<file path="src/rtl/pci_cfg_pkg.sv">
package pci_cfg_pkg;

   localparam logic [3:0] CMD_CFG_RD = 4'b1010;
   localparam logic [3:0] CMD_CFG_WR = 4'b1011;

   localparam logic [7:0] OFF_IDENT  = 8'h00;
   localparam logic [7:0] OFF_CTRL   = 8'h04;
   localparam logic [7:0] OFF_CLASS  = 8'h08;
   localparam logic [7:0] OFF_MISC   = 8'h0C;
   localparam logic [7:0] OFF_BASE0  = 8'h10;
   localparam logic [7:0] OFF_SUBSYS = 8'h2C;
   localparam logic [7:0] OFF_IRQ    = 8'h3C;

   localparam int LANE_W = 8;

   // write strobes produced by the cycle decoder
   typedef struct packed {
      logic ctrl;
      logic base;
      logic irq;
   } cfg_wr_t;

   function automatic logic [31:0] low_ones(input int n);
      logic [31:0] m;
      m = '0;
      for (int i = 0; i < 32; i++)
         if (i < n) m[i] = 1'b1;
      return m;
   endfunction

endpackage

</file>
<file path="src/rtl/cfg_cycle_decode.sv">
module cfg_cycle_decode
   import pci_cfg_pkg::*;
(
   input  logic [3:0] cfg_cmd,
   input  logic [7:0] cfg_off,
   input  logic       irdy_n,
   input  logic       trdy_n,
   output logic       rd_act,
   output cfg_wr_t    wr_stb
);

   logic xfer_done;

   assign rd_act    = (cfg_cmd == CMD_CFG_RD);
   assign xfer_done = (cfg_cmd == CMD_CFG_WR) && !irdy_n && !trdy_n;

   always_comb begin
      wr_stb = '0;
      if (xfer_done) begin
         unique case (cfg_off)
            OFF_CTRL:  wr_stb.ctrl = 1'b1;
            OFF_BASE0: wr_stb.base = 1'b1;
            OFF_IRQ:   wr_stb.irq  = 1'b1;
            default:   wr_stb = '0;
         endcase
      end
   end

endmodule

</file>
<file path="src/rtl/cfg_lane_reg.sv">
module cfg_lane_reg
   import pci_cfg_pkg::*;
#(
   parameter int                      LANES = 4,
   parameter logic [LANES*LANE_W-1:0] WMASK = '1
)(
   input  logic                      clk,
   input  logic                      rst_n,
   input  logic                      wr_en,
   input  logic [LANES-1:0]          be_n,
   input  logic [LANES*LANE_W-1:0]   wdata,
   output logic [LANES*LANE_W-1:0]   q
);

   if (LANES < 1 || LANES > 4) begin : g_bad_lanes
      $error("cfg_lane_reg: LANES must lie in 1..4");
   end

   for (genvar ln = 0; ln < LANES; ln++) begin : g_lane
      localparam logic [LANE_W-1:0] LMASK = WMASK[ln*LANE_W +: LANE_W];
      if (LMASK == '0) begin : g_const
         assign q[ln*LANE_W +: LANE_W] = '0;
      end else begin : g_flop
         logic [LANE_W-1:0] lane_q;
         always_ff @(posedge clk or negedge rst_n) begin
            if (!rst_n)
               lane_q <= '0;
            else if (wr_en && !be_n[ln])
               lane_q <= wdata[ln*LANE_W +: LANE_W] & LMASK;
         end
         assign q[ln*LANE_W +: LANE_W] = lane_q;
      end
   end

endmodule

</file>
<file path="src/rtl/cfg_read_mux.sv">
module cfg_read_mux
   import pci_cfg_pkg::*;
#(
   parameter logic [15:0] VEN_ID        = 16'h0,
   parameter logic [15:0] DEV_ID        = 16'h0,
   parameter logic [7:0]  REV_ID        = 8'h0,
   parameter logic [23:0] CLASS_CODE    = 24'h0,
   parameter logic [7:0]  CACHE_LINE    = 8'h0,
   parameter logic [7:0]  LAT_TIMER     = 8'h0,
   parameter logic [7:0]  HDR_TYPE      = 8'h0,
   parameter logic [7:0]  BIST_VAL      = 8'h0,
   parameter logic [15:0] SUBSYS_VEN_ID = 16'h0,
   parameter logic [15:0] SUBSYS_ID     = 16'h0,
   parameter logic [15:0] STATUS_VAL    = 16'h0,
   parameter logic [7:0]  INT_PIN       = 8'h0,
   parameter logic [7:0]  MIN_GNT       = 8'h0,
   parameter logic [7:0]  MAX_LAT       = 8'h0
)(
   input  logic        rd_act,
   input  logic [7:0]  cfg_off,
   input  logic [15:0] ctrl_q,
   input  logic [31:0] base_q,
   input  logic [7:0]  irq_q,
   output logic [31:0] rd_data
);

   logic [31:0] word;

   always_comb begin
      unique case (cfg_off)
         OFF_IDENT:  word = {DEV_ID, VEN_ID};
         OFF_CTRL:   word = {STATUS_VAL, ctrl_q};
         OFF_CLASS:  word = {CLASS_CODE, REV_ID};
         OFF_MISC:   word = {BIST_VAL, HDR_TYPE, LAT_TIMER, CACHE_LINE};
         OFF_BASE0:  word = base_q;
         OFF_SUBSYS: word = {SUBSYS_ID, SUBSYS_VEN_ID};
         OFF_IRQ:    word = {MAX_LAT, MIN_GNT, INT_PIN, irq_q};
         default:    word = '0;
      endcase
   end

   assign rd_data = rd_act ? word : '0;

endmodule

</file>
<file path="src/rtl/pci_cfg_hdr_bank.sv">
module pci_cfg_hdr_bank
   import pci_cfg_pkg::*;
#(
   parameter logic [15:0] VEN_ID        = 16'hA55A,
   parameter logic [15:0] DEV_ID        = 16'h3C01,
   parameter logic [7:0]  REV_ID        = 8'h01,
   parameter logic [23:0] CLASS_CODE    = 24'h118000,
   parameter logic [7:0]  CACHE_LINE    = 8'h00,
   parameter logic [7:0]  LAT_TIMER     = 8'h00,
   parameter logic [7:0]  HDR_TYPE      = 8'h00,
   parameter logic [7:0]  BIST_VAL      = 8'h00,
   parameter logic [15:0] SUBSYS_VEN_ID = 16'h0000,
   parameter logic [15:0] SUBSYS_ID     = 16'h0000,
   parameter logic [15:0] STATUS_VAL    = 16'h0200,
   parameter logic [7:0]  INT_PIN       = 8'h01,
   parameter logic [7:0]  MIN_GNT       = 8'h00,
   parameter logic [7:0]  MAX_LAT       = 8'h00,
   parameter int          CMD_WBITS     = 11,
   parameter int          BAR_SIZE_LOG2 = 12
)(
   input  logic        clk,
   input  logic        rst_n,
   input  logic [3:0]  cfg_cmd,
   input  logic [7:0]  cfg_off,
   input  logic [31:0] ad_in,
   input  logic [3:0]  be_n,
   input  logic        irdy_n,
   input  logic        trdy_n,
   output logic [31:0] rd_data,
   output logic [15:0] cmd_o,
   output logic [31:0] bar_o,
   output logic [7:0]  int_line_o
);

   localparam logic [15:0] CTRL_MASK = 16'(low_ones(CMD_WBITS));
   localparam logic [31:0] BASE_MASK = ~low_ones(BAR_SIZE_LOG2);
   localparam logic [7:0]  IRQ_MASK  = 8'hFF;

   if (CMD_WBITS < 1 || CMD_WBITS > 16) begin : g_bad_cmd
      $error("pci_cfg_hdr_bank: CMD_WBITS must lie in 1..16");
   end
   if (BAR_SIZE_LOG2 < 4 || BAR_SIZE_LOG2 > 31) begin : g_bad_bar
      $error("pci_cfg_hdr_bank: BAR_SIZE_LOG2 must lie in 4..31");
   end

   logic    rd_act;
   cfg_wr_t wr_stb;

   cfg_cycle_decode i_dec (
      .cfg_cmd (cfg_cmd),
      .cfg_off (cfg_off),
      .irdy_n  (irdy_n),
      .trdy_n  (trdy_n),
      .rd_act  (rd_act),
      .wr_stb  (wr_stb)
   );

   cfg_lane_reg #(.LANES(2), .WMASK(CTRL_MASK)) i_ctrl (
      .clk   (clk),
      .rst_n (rst_n),
      .wr_en (wr_stb.ctrl),
      .be_n  (be_n[1:0]),
      .wdata (ad_in[15:0]),
      .q     (cmd_o)
   );

   cfg_lane_reg #(.LANES(4), .WMASK(BASE_MASK)) i_base (
      .clk   (clk),
      .rst_n (rst_n),
      .wr_en (wr_stb.base),
      .be_n  (be_n),
      .wdata (ad_in),
      .q     (bar_o)
   );

   cfg_lane_reg #(.LANES(1), .WMASK(IRQ_MASK)) i_irq (
      .clk   (clk),
      .rst_n (rst_n),
      .wr_en (wr_stb.irq),
      .be_n  (be_n[0]),
      .wdata (ad_in[7:0]),
      .q     (int_line_o)
   );

   cfg_read_mux #(
      .VEN_ID(VEN_ID), .DEV_ID(DEV_ID), .REV_ID(REV_ID), .CLASS_CODE(CLASS_CODE),
      .CACHE_LINE(CACHE_LINE), .LAT_TIMER(LAT_TIMER), .HDR_TYPE(HDR_TYPE),
      .BIST_VAL(BIST_VAL), .SUBSYS_VEN_ID(SUBSYS_VEN_ID), .SUBSYS_ID(SUBSYS_ID),
      .STATUS_VAL(STATUS_VAL), .INT_PIN(INT_PIN), .MIN_GNT(MIN_GNT), .MAX_LAT(MAX_LAT)
   ) i_rmux (
      .rd_act  (rd_act),
      .cfg_off (cfg_off),
      .ctrl_q  (cmd_o),
      .base_q  (bar_o),
      .irq_q   (int_line_o),
      .rd_data (rd_data)
   );

endmodule

</file>
<file path="config.mk">
export PLATFORM = sky130hd
export DESIGN_NAME = pci_cfg_hdr_bank
export DESIGN_NICKNAME = d
export VERILOG_FILES = /design/src/rtl/pci_cfg_pkg.sv /design/src/rtl/cfg_cycle_decode.sv /design/src/rtl/cfg_lane_reg.sv /design/src/rtl/cfg_read_mux.sv /design/src/rtl/pci_cfg_hdr_bank.sv
export SDC_FILE = /design/constraint.sdc
export NUM_CORES = 1
export LEC_CHECK = 0
export ABC_AREA = 0
export BUFFER_PORTS_ARGS = -buffer_cell sky130_fd_sc_hd__buf_2
export CAP_MARGIN = 20
export CORE_UTILIZATION = 48
export DETAILED_ROUTE_END_ITERATION = 8
export PLACE_DENSITY = 0.86
export SETUP_SLACK_MARGIN = 0.3
export SLEW_MARGIN = 5
export SYNTH_ARGS = -nofsm -noshare
export SYNTH_HDL_FRONTEND = slang
export SYNTH_HIERARCHICAL = 1
export SYNTH_SLANG_ARGS = --single-unit
</file>
<file path="constraint.sdc">
create_clock -name clk -period 2.7 [get_ports clk]
set_input_delay 0.405 -clock clk [delete_from_list [all_inputs] [get_ports clk]]
set_output_delay 0.405 -clock clk [all_outputs]
set_load 0.005 [all_outputs]
</file>
==> results.cfg, run 1 <==
[sta]
finClkSkew_ns = 0
hold_viol = 0
tns_ns = 0
relSlewSlack_pct = 42.9
fin_crit_ns = 2.29
holdWs_ns = 0.229
setup_violations = 0
period_share_pct = 84.8
tightest_slew_ns = 0.856
slew_violations = 0
max_freq_ghz = 0.437
rsz0062_at_grt = false

[floorplan]
die_w_um = 74.4
coreArea_sq_mm = 0.00488
rows = 25
initial_utilization_pct = 51.5
die_y_um = 74.4
num_io_pins = 140
dieArea_sq_mm = 0.00553

[synth]
ys_seq_area_share_pct = 38.8
synth_top_cell_by_area = dfrtp_1
yosysWarnings = 6
yosysUniqueCellTypes = 41
ys_async_sr_fraction_pct = 100
synthFlopType = dfrtp_1
syn_area_sq_mm = 0.00251
synth_cells = 226
postSynthAreaPerCell_sq_um = 11.1
synth_enable_flop_cells = 0
synthTopCellsByArea = dfrtp_1 39%, mux2_4 19%, buf_4 5.1%
yosys.area.top_type_share_pct = 38.8
synth_seq_cells = 39

[power_and_ir_drop]
combPwrFrac_pct = 10.9
clkPwrFrac_pct = 34.5
leakagePower_nw = 1.70
internal_power_mw = 0.812
switching_share_pct = 24.3
vdd_drop_max_mv = 0.237
switching_power_mw = 0.260
power.share.sequential_pct = 54.6
powerDensity_mw_per_mm2 = 332

[route]
detail_route.wirelength_mm = 6.36
num_vias = 2155
drt_iter0_markers = 85
drtPass1Iterations = 4
drc = 0
postRouteAntennaNets = 0
routed_via_density = 5.17
wl_per_cell_um = 15.2

[clock_network]
ctsHoldBuffers = 0
clkTransAtPathRegs_ns = 0.08
htreeDepth = 2
cts-buffers-inserted = 5
numClockSinks = 39
cts_tree = done
clk_latency_ns = 0.27
clockBufferDepth = 2
clock-root-buffer = clkbuf_8

[global_routing]
first_global_vias = 2025
globalRouteOverflowTotal = 0
antenna_found_initial = 0
track_usage_pct = 22.7
grt_pass1_wl_mm = 9.43
grt_max_degree = 40

[placement]
place_congestion = 0.702
place.port_buffers = 120
dp_hpwl_mm = 5.02
place_area_sq_mm = 0.00312

[setup_path]
cp_num_buf_inv = 3
reg2reg_to = i_base/g_lane[2].g_flop.lane_q[0]
path_class = in2out
crit_path_start_kind = primary input
cp_max_fo = 6
cp_slowest_cell = or4_4
crit_path_start = cfg_off[1]
path_cells = buf_2 -> or4_4 -> nor4_4 -> buf_4 -> a22oi_1 -> nor2b_1 -> buf_2
cp.required_ns = 2.30
rrSetupSlack_ns = 1.89
crit_arrival_ns = 1.88
cp_top_family = simple AND/OR/NAND/NOR gates
crit_path_frequent_cell = buf_2
endpoint_kind = primary output
r2r-start = i_base/g_lane[2].g_flop.lane_q[0]
reg2reg_depth = 1
slowest_delay_ns = 0.57

[layout]
fin_util_pct = 66.1
multi_input_area_sq_mm = 0.00137
fillers = 429
drive_gt1_share_pct = 54.3
seq_area_sq_um = 976
finalNetCount = 401
n_antenna_cell = 0
fin_area_sq_mm = 0.00322
syn2layout_area_growth_pct = 28.3

[run_status]
status = finished clean

[flow_run]
cap_violations = 0

[min_path]
hold_class = in2async
## sequential cells by signal, summed over array words and instances, names as in the netlist
signal and cells:
i_base/g_lane.g_flop.lane_q 20, i_irq/q 8, i_ctrl/g_lane.g_flop.lane_q 11
## per-layer routing
layer	wire length [um]	track usage (%)	vias to the layer above
met4	78	7.13	0
met2	3430	41.8	90
met1	2480	26.8	1040
li1	-	-	1017
met5	0	0	-
met3	361	3.79	8
## timing repair
| action | in CTS | in global routing |
|---|---|---|
| hold endpoints to repair | 0 | 0 |
| buffers inserted | 0 | 0 |
| endpoints found under the setup margin | 0 | 24 |
| gates resized for setup | 0 | 3 |
## power by group through the flow
| stage | Clock (mW) | Combinational, mW | Sequential [mW] |
|---|---|---|---|
| floorplan | 0 | 0.0626 | 0.597 |
| global placement | 0 | 0.107 | 0.596 |
| detailed placement | 0 | 0.112 | 0.596 |
| CTS | 0.383 | 0.112 | 0.585 |
| global route | 0.415 | 0.130 | 0.585 |
| finish | 0.370 | 0.117 | 0.585 |
## Yosys cell counts, types with 4 or more instances
| cell type | count |
|---|---|
| o21ai_0 | 6 |
| nor2_1 | 12 |
| buf_4 | 17 |
| clkbuf_1 | 5 |
| a21oi_1 | 9 |
| and3_1 | 4 |
| nor2b_1 | 8 |
| dfrtp_1 | 39 |
| inv_1 | 12 |
| buf_6 | 4 |
| mux2_4 | 32 |
| a22oi_1 | 7 |
| nand2b_1 | 7 |
| a32oi_1 | 5 |
| nor2b_4 | 4 |
| mux2_2 | 7 |
| and2_1 | 9 |
## metrics by stage
step                      power, mW  instances  worst slack [ns]
after global placement        0.703        409             0.390
after floorplan               0.659        241             0.645
after detailed placement      0.708        409             0.284
final                          1.07        417             0.410
after CTS                      1.08        417             0.358
after global routing           1.13        417             0.342
## area by class of cell
type / instances / area share (%)
multi-input combinational: 162 / 42.4
sequential: 39 / 30.3
timing repair buffer: 129 / 20.7
tap: 67 / 2.60
clock buffer: 6 / 2.25
inverter: 12 / 1.40
clock inverter: 2 / 0.388
## logic make-up after synthesis
family | synth area share [%]
adder cells (fa/ha/maj) | 0.398
AND/OR/NAND/NOR | 18.8
other | 0.299
buffers and inverters | 9.76
flip-flops | 38.8
AO/OA/AOI/OAI | 9.66
multiplexers | 22.3
## layout by cell type, fill, tap and decap left out, drive strengths merged, types with 4 or more instances in the layout
master	count
inv	12
and2	9
nor4	5
a21oi	9
buf	129
conb	17
nand2b	7
clkbuf	6
nor2b	12
dfrtp	39
o21ai	6
mux2	39
and3	4
a32oi	5
a22oi	7
nor2	12
## how the worst max path moves through the flow
stage,end,depth (start not counted)
finish,rd_data[9],7
detailed placement,i_ctrl/g_lane[0].g_flop.lane_q[3],5
global placement,i_ctrl/g_lane[0].g_flop.lane_q[0],5
floorplan,rd_data[9],4
global route,rd_data[9],7
CTS,rd_data[25],7
(Power assumes the default switching activity.)
==> inputs of run 2 (changes only) <==
--- a/config.mk
+++ b/config.mk
@@ -5,12 +5,12 @@
 export SDC_FILE = /design/constraint.sdc
 export NUM_CORES = 1
 export LEC_CHECK = 0
-export ABC_AREA = 0
+export ABC_AREA = 1
 export BUFFER_PORTS_ARGS = -buffer_cell sky130_fd_sc_hd__buf_2
 export CAP_MARGIN = 20
-export CORE_UTILIZATION = 48
+export CORE_UTILIZATION = 45
 export DETAILED_ROUTE_END_ITERATION = 8
-export PLACE_DENSITY = 0.86
+export PLACE_DENSITY = 0.81
 export SETUP_SLACK_MARGIN = 0.3
 export SLEW_MARGIN = 5
 export SYNTH_ARGS = -nofsm -noshare
==> constraint.sdc (replaced) <==
create_clock -name clk -period 2.2 [get_ports clk]
set_input_delay 0.33 -clock clk [delete_from_list [all_inputs] [get_ports clk]]
set_output_delay 0.33 -clock clk [all_outputs]
set_load 0.005 [all_outputs]
==> run 2 against run 1 <==
Net effect: synthesized area increased by 1.5%; wire length up 14%; cell count up 40%; largest cell class unchanged; highest routed layer unchanged; largest power group unchanged.
==> results.cfg, run 2 <==
[setup_path]
cp.required_ns = 1.87
reg2reg_to = i_ctrl/g_lane[1].g_flop.lane_q[0]
r2r-start = i_ctrl/g_lane[1].g_flop.lane_q[0]
cp_max_fo = 11
endpoint_kind = primary output
crit_path_start_kind = primary input
rrSetupSlack_ns = 1.54
reg2reg_depth = 2
path_class = in2out
crit_path_start = cfg_off[7]
crit_arrival_ns = 1.48

[power_and_ir_drop]
vdd_drop_max_mv = 0.273
leakagePower_nw = 2.10
total_power_mw = 1.42
powerDensity_mw_per_mm2 = 434

[synth]
ys_async_sr_fraction_pct = 100
synth_top_cell_by_area = dfrtp_1
syn_area_sq_mm = 0.00255
synth.most_common_cell = nand2_1
yosysWarnings = 6
synth_enable_flop_cells = 0
synth_cells = 386
synthFlopType = dfrtp_1
postSynthAreaPerCell_sq_um = 6.61
ys_seq_area_share_pct = 38.2
synthTopCellsByArea = dfrtp_1 38%, nand2_1 21%, nand3_1 12%
yosysUniqueCellTypes = 19
synth_common_cells = 146 x nand2_1, 60 x nand3_1, 49 x nor2_1
yosys.area.top_type_share_pct = 38.2
synth_seq_cells = 39

[clock_network]
clkTransAtPathRegs_ns = 0.07
numClockSinks = 39
htreeDepth = 2
cts-buffers-inserted = 5
clockBufferDepth = 2
clk_latency_ns = 0.28
clock-root-buffer = clkbuf_8
cts_tree = done

[floorplan]
die_w_um = 77.3
num_io_pins = 140
coreArea_sq_mm = 0.00547
initial_utilization_pct = 46.6
die_y_um = 77.3
dieArea_sq_mm = 0.00598
rows = 27

[layout]
largest_reg_flops = 20
syn2layout_area_growth_pct = 28.5
layout_common_cells = 146 x nand2_1, 120 x buf_2, 59 x nand3_1
fin_util_pct = 59.9
n_antenna_cell = 0
drive_gt1_share_pct = 31.5
finalNetCount = 563
regMostFlops = i_base/g_lane.g_flop.lane_q
fin_cells = 583
final_common_cell = nand2_1

[sta]
relSlewSlack_pct = 42.4
rsz0062_at_grt = true
finClkSkew_ns = 0
setup_violations = 0
period_share_pct = 82.2
slew_violations = 0
max_freq_ghz = 0.553
tightest_slew_ns = 0.863
hold_viol = 0
tns_ns = 0
fin_crit_ns = 1.81
setup_ws_ns = 0.392

[global_routing]
globalRouteOverflowTotal = 0
grt_max_degree = 40
antenna_found_initial = 0
grt_pass1_wl_mm = 11.8
track_usage_pct = 24.6
first_global_vias = 2543

[route]
drtPass1Iterations = 7
postRouteAntennaNets = 0
drc = 0
detail_route.wirelength_mm = 7.22
num_vias = 2833
drt_iter0_markers = 129
wl_per_cell_um = 12.4
routed_via_density = 4.86

[min_path]
hold_class = in2async

[placement]
place_congestion = 0.821
place.port_buffers = 120
dp_hpwl_mm = 5.38
dp_cells = 572
place_ws_ns = 0.214

[run_status]
status = finished clean

[flow_run]
cap_violations = 0
## run 2: cell types whose count changed in the layout (fill, tap and decap cells not counted), sizes merged, moves of 7 or more
| cell | delta |
|---|---|
| a22oi | -7 |
| and2 | -9 |
| inv | +28 |
| mux2 | -39 |
| nand2 | +150 |
| nand2b | -7 |
| nand3 | +59 |
| nor2 | +43 |
| nor2b | -12 |
## run 2: per-layer routing
metal	GRT usage [%]	wire [um]
met2	41.2	3550
met3	3.69	450
met5	0	0
met1	32.0	3090
met4	9.06	136
## run 2: cell type report
| class | count | area [sq um] |
|---|---|---|
| flip-flops and latches | 39 | 976 |
| multi-input cells | 295 | 1270 |
| clock inverters | 1 | 30.0 |
| well taps | 72 | 90.1 |
| repair buffers | 130 | 683 |
| clock buffers | 6 | 72.6 |
| inverters | 40 | 158 |
| fillers | 549 | 2190 |
## run 2: what timing repair did
action / in CTS / in global routing
gates resized for setup: 3 / 7
setup buffers: 0 / 4
endpoints found under the hold margin: 0 / 0
hold buffers: 0 / 0
pin swaps: 0 / 1
endpoints found under the setup margin: 17 / 22
## run 2: logic make-up after synthesis
group	synth area share, %
other	0.294
buffers and inverters	15.0
AO/OA/AOI/OAI	1.91
AND/OR/NAND/NOR	44.6
flip-flops	38.2
## run 2: worst max-delay path: stages
cell and delay [ns]:
buf_2 0.11, nor2_1 0.13, nand2_2 0.11, inv_2 0.08, buf_6 0.15, nand2_4 0.12, nand3_2 0.13, nand2_4 0.09
nor2_1 0.11, buf_2 0.13
## run 2: worst max path at each step
stage                   to  slack, ns
3_3_place_gp   rd_data[13]       0.27
4_1_cts        rd_data[27]       0.30
6_report       rd_data[27]       0.39
3_5_place_dp   rd_data[27]       0.21
5_1_grt        rd_data[26]       0.28
2_1_floorplan  rd_data[16]       0.73
## run 2: power by group
| group | switching, mW | leakage [nW] | total [mW] | internal, mW |
|---|---|---|---|---|
| combinational | 0.0874 | 1.50 | 0.134 | 0.0466 |
| clock | 0.238 | 0.0513 | 0.571 | 0.332 |
| sequential | 0.000741 | 0.545 | 0.718 | 0.717 |
| total | 0.326 | 2.10 | 1.42 | 1.10 |
## run 2: through the flow
stage	hold WS (ns)	instance area, sq um
3_3_place_gp	0.475	3110
5_1_grt	0.229	3280
3_5_place_dp	0.477	3110
6_report	0.148	3280
4_1_cts	0.185	3230
2_1_floorplan	0.0344	2610
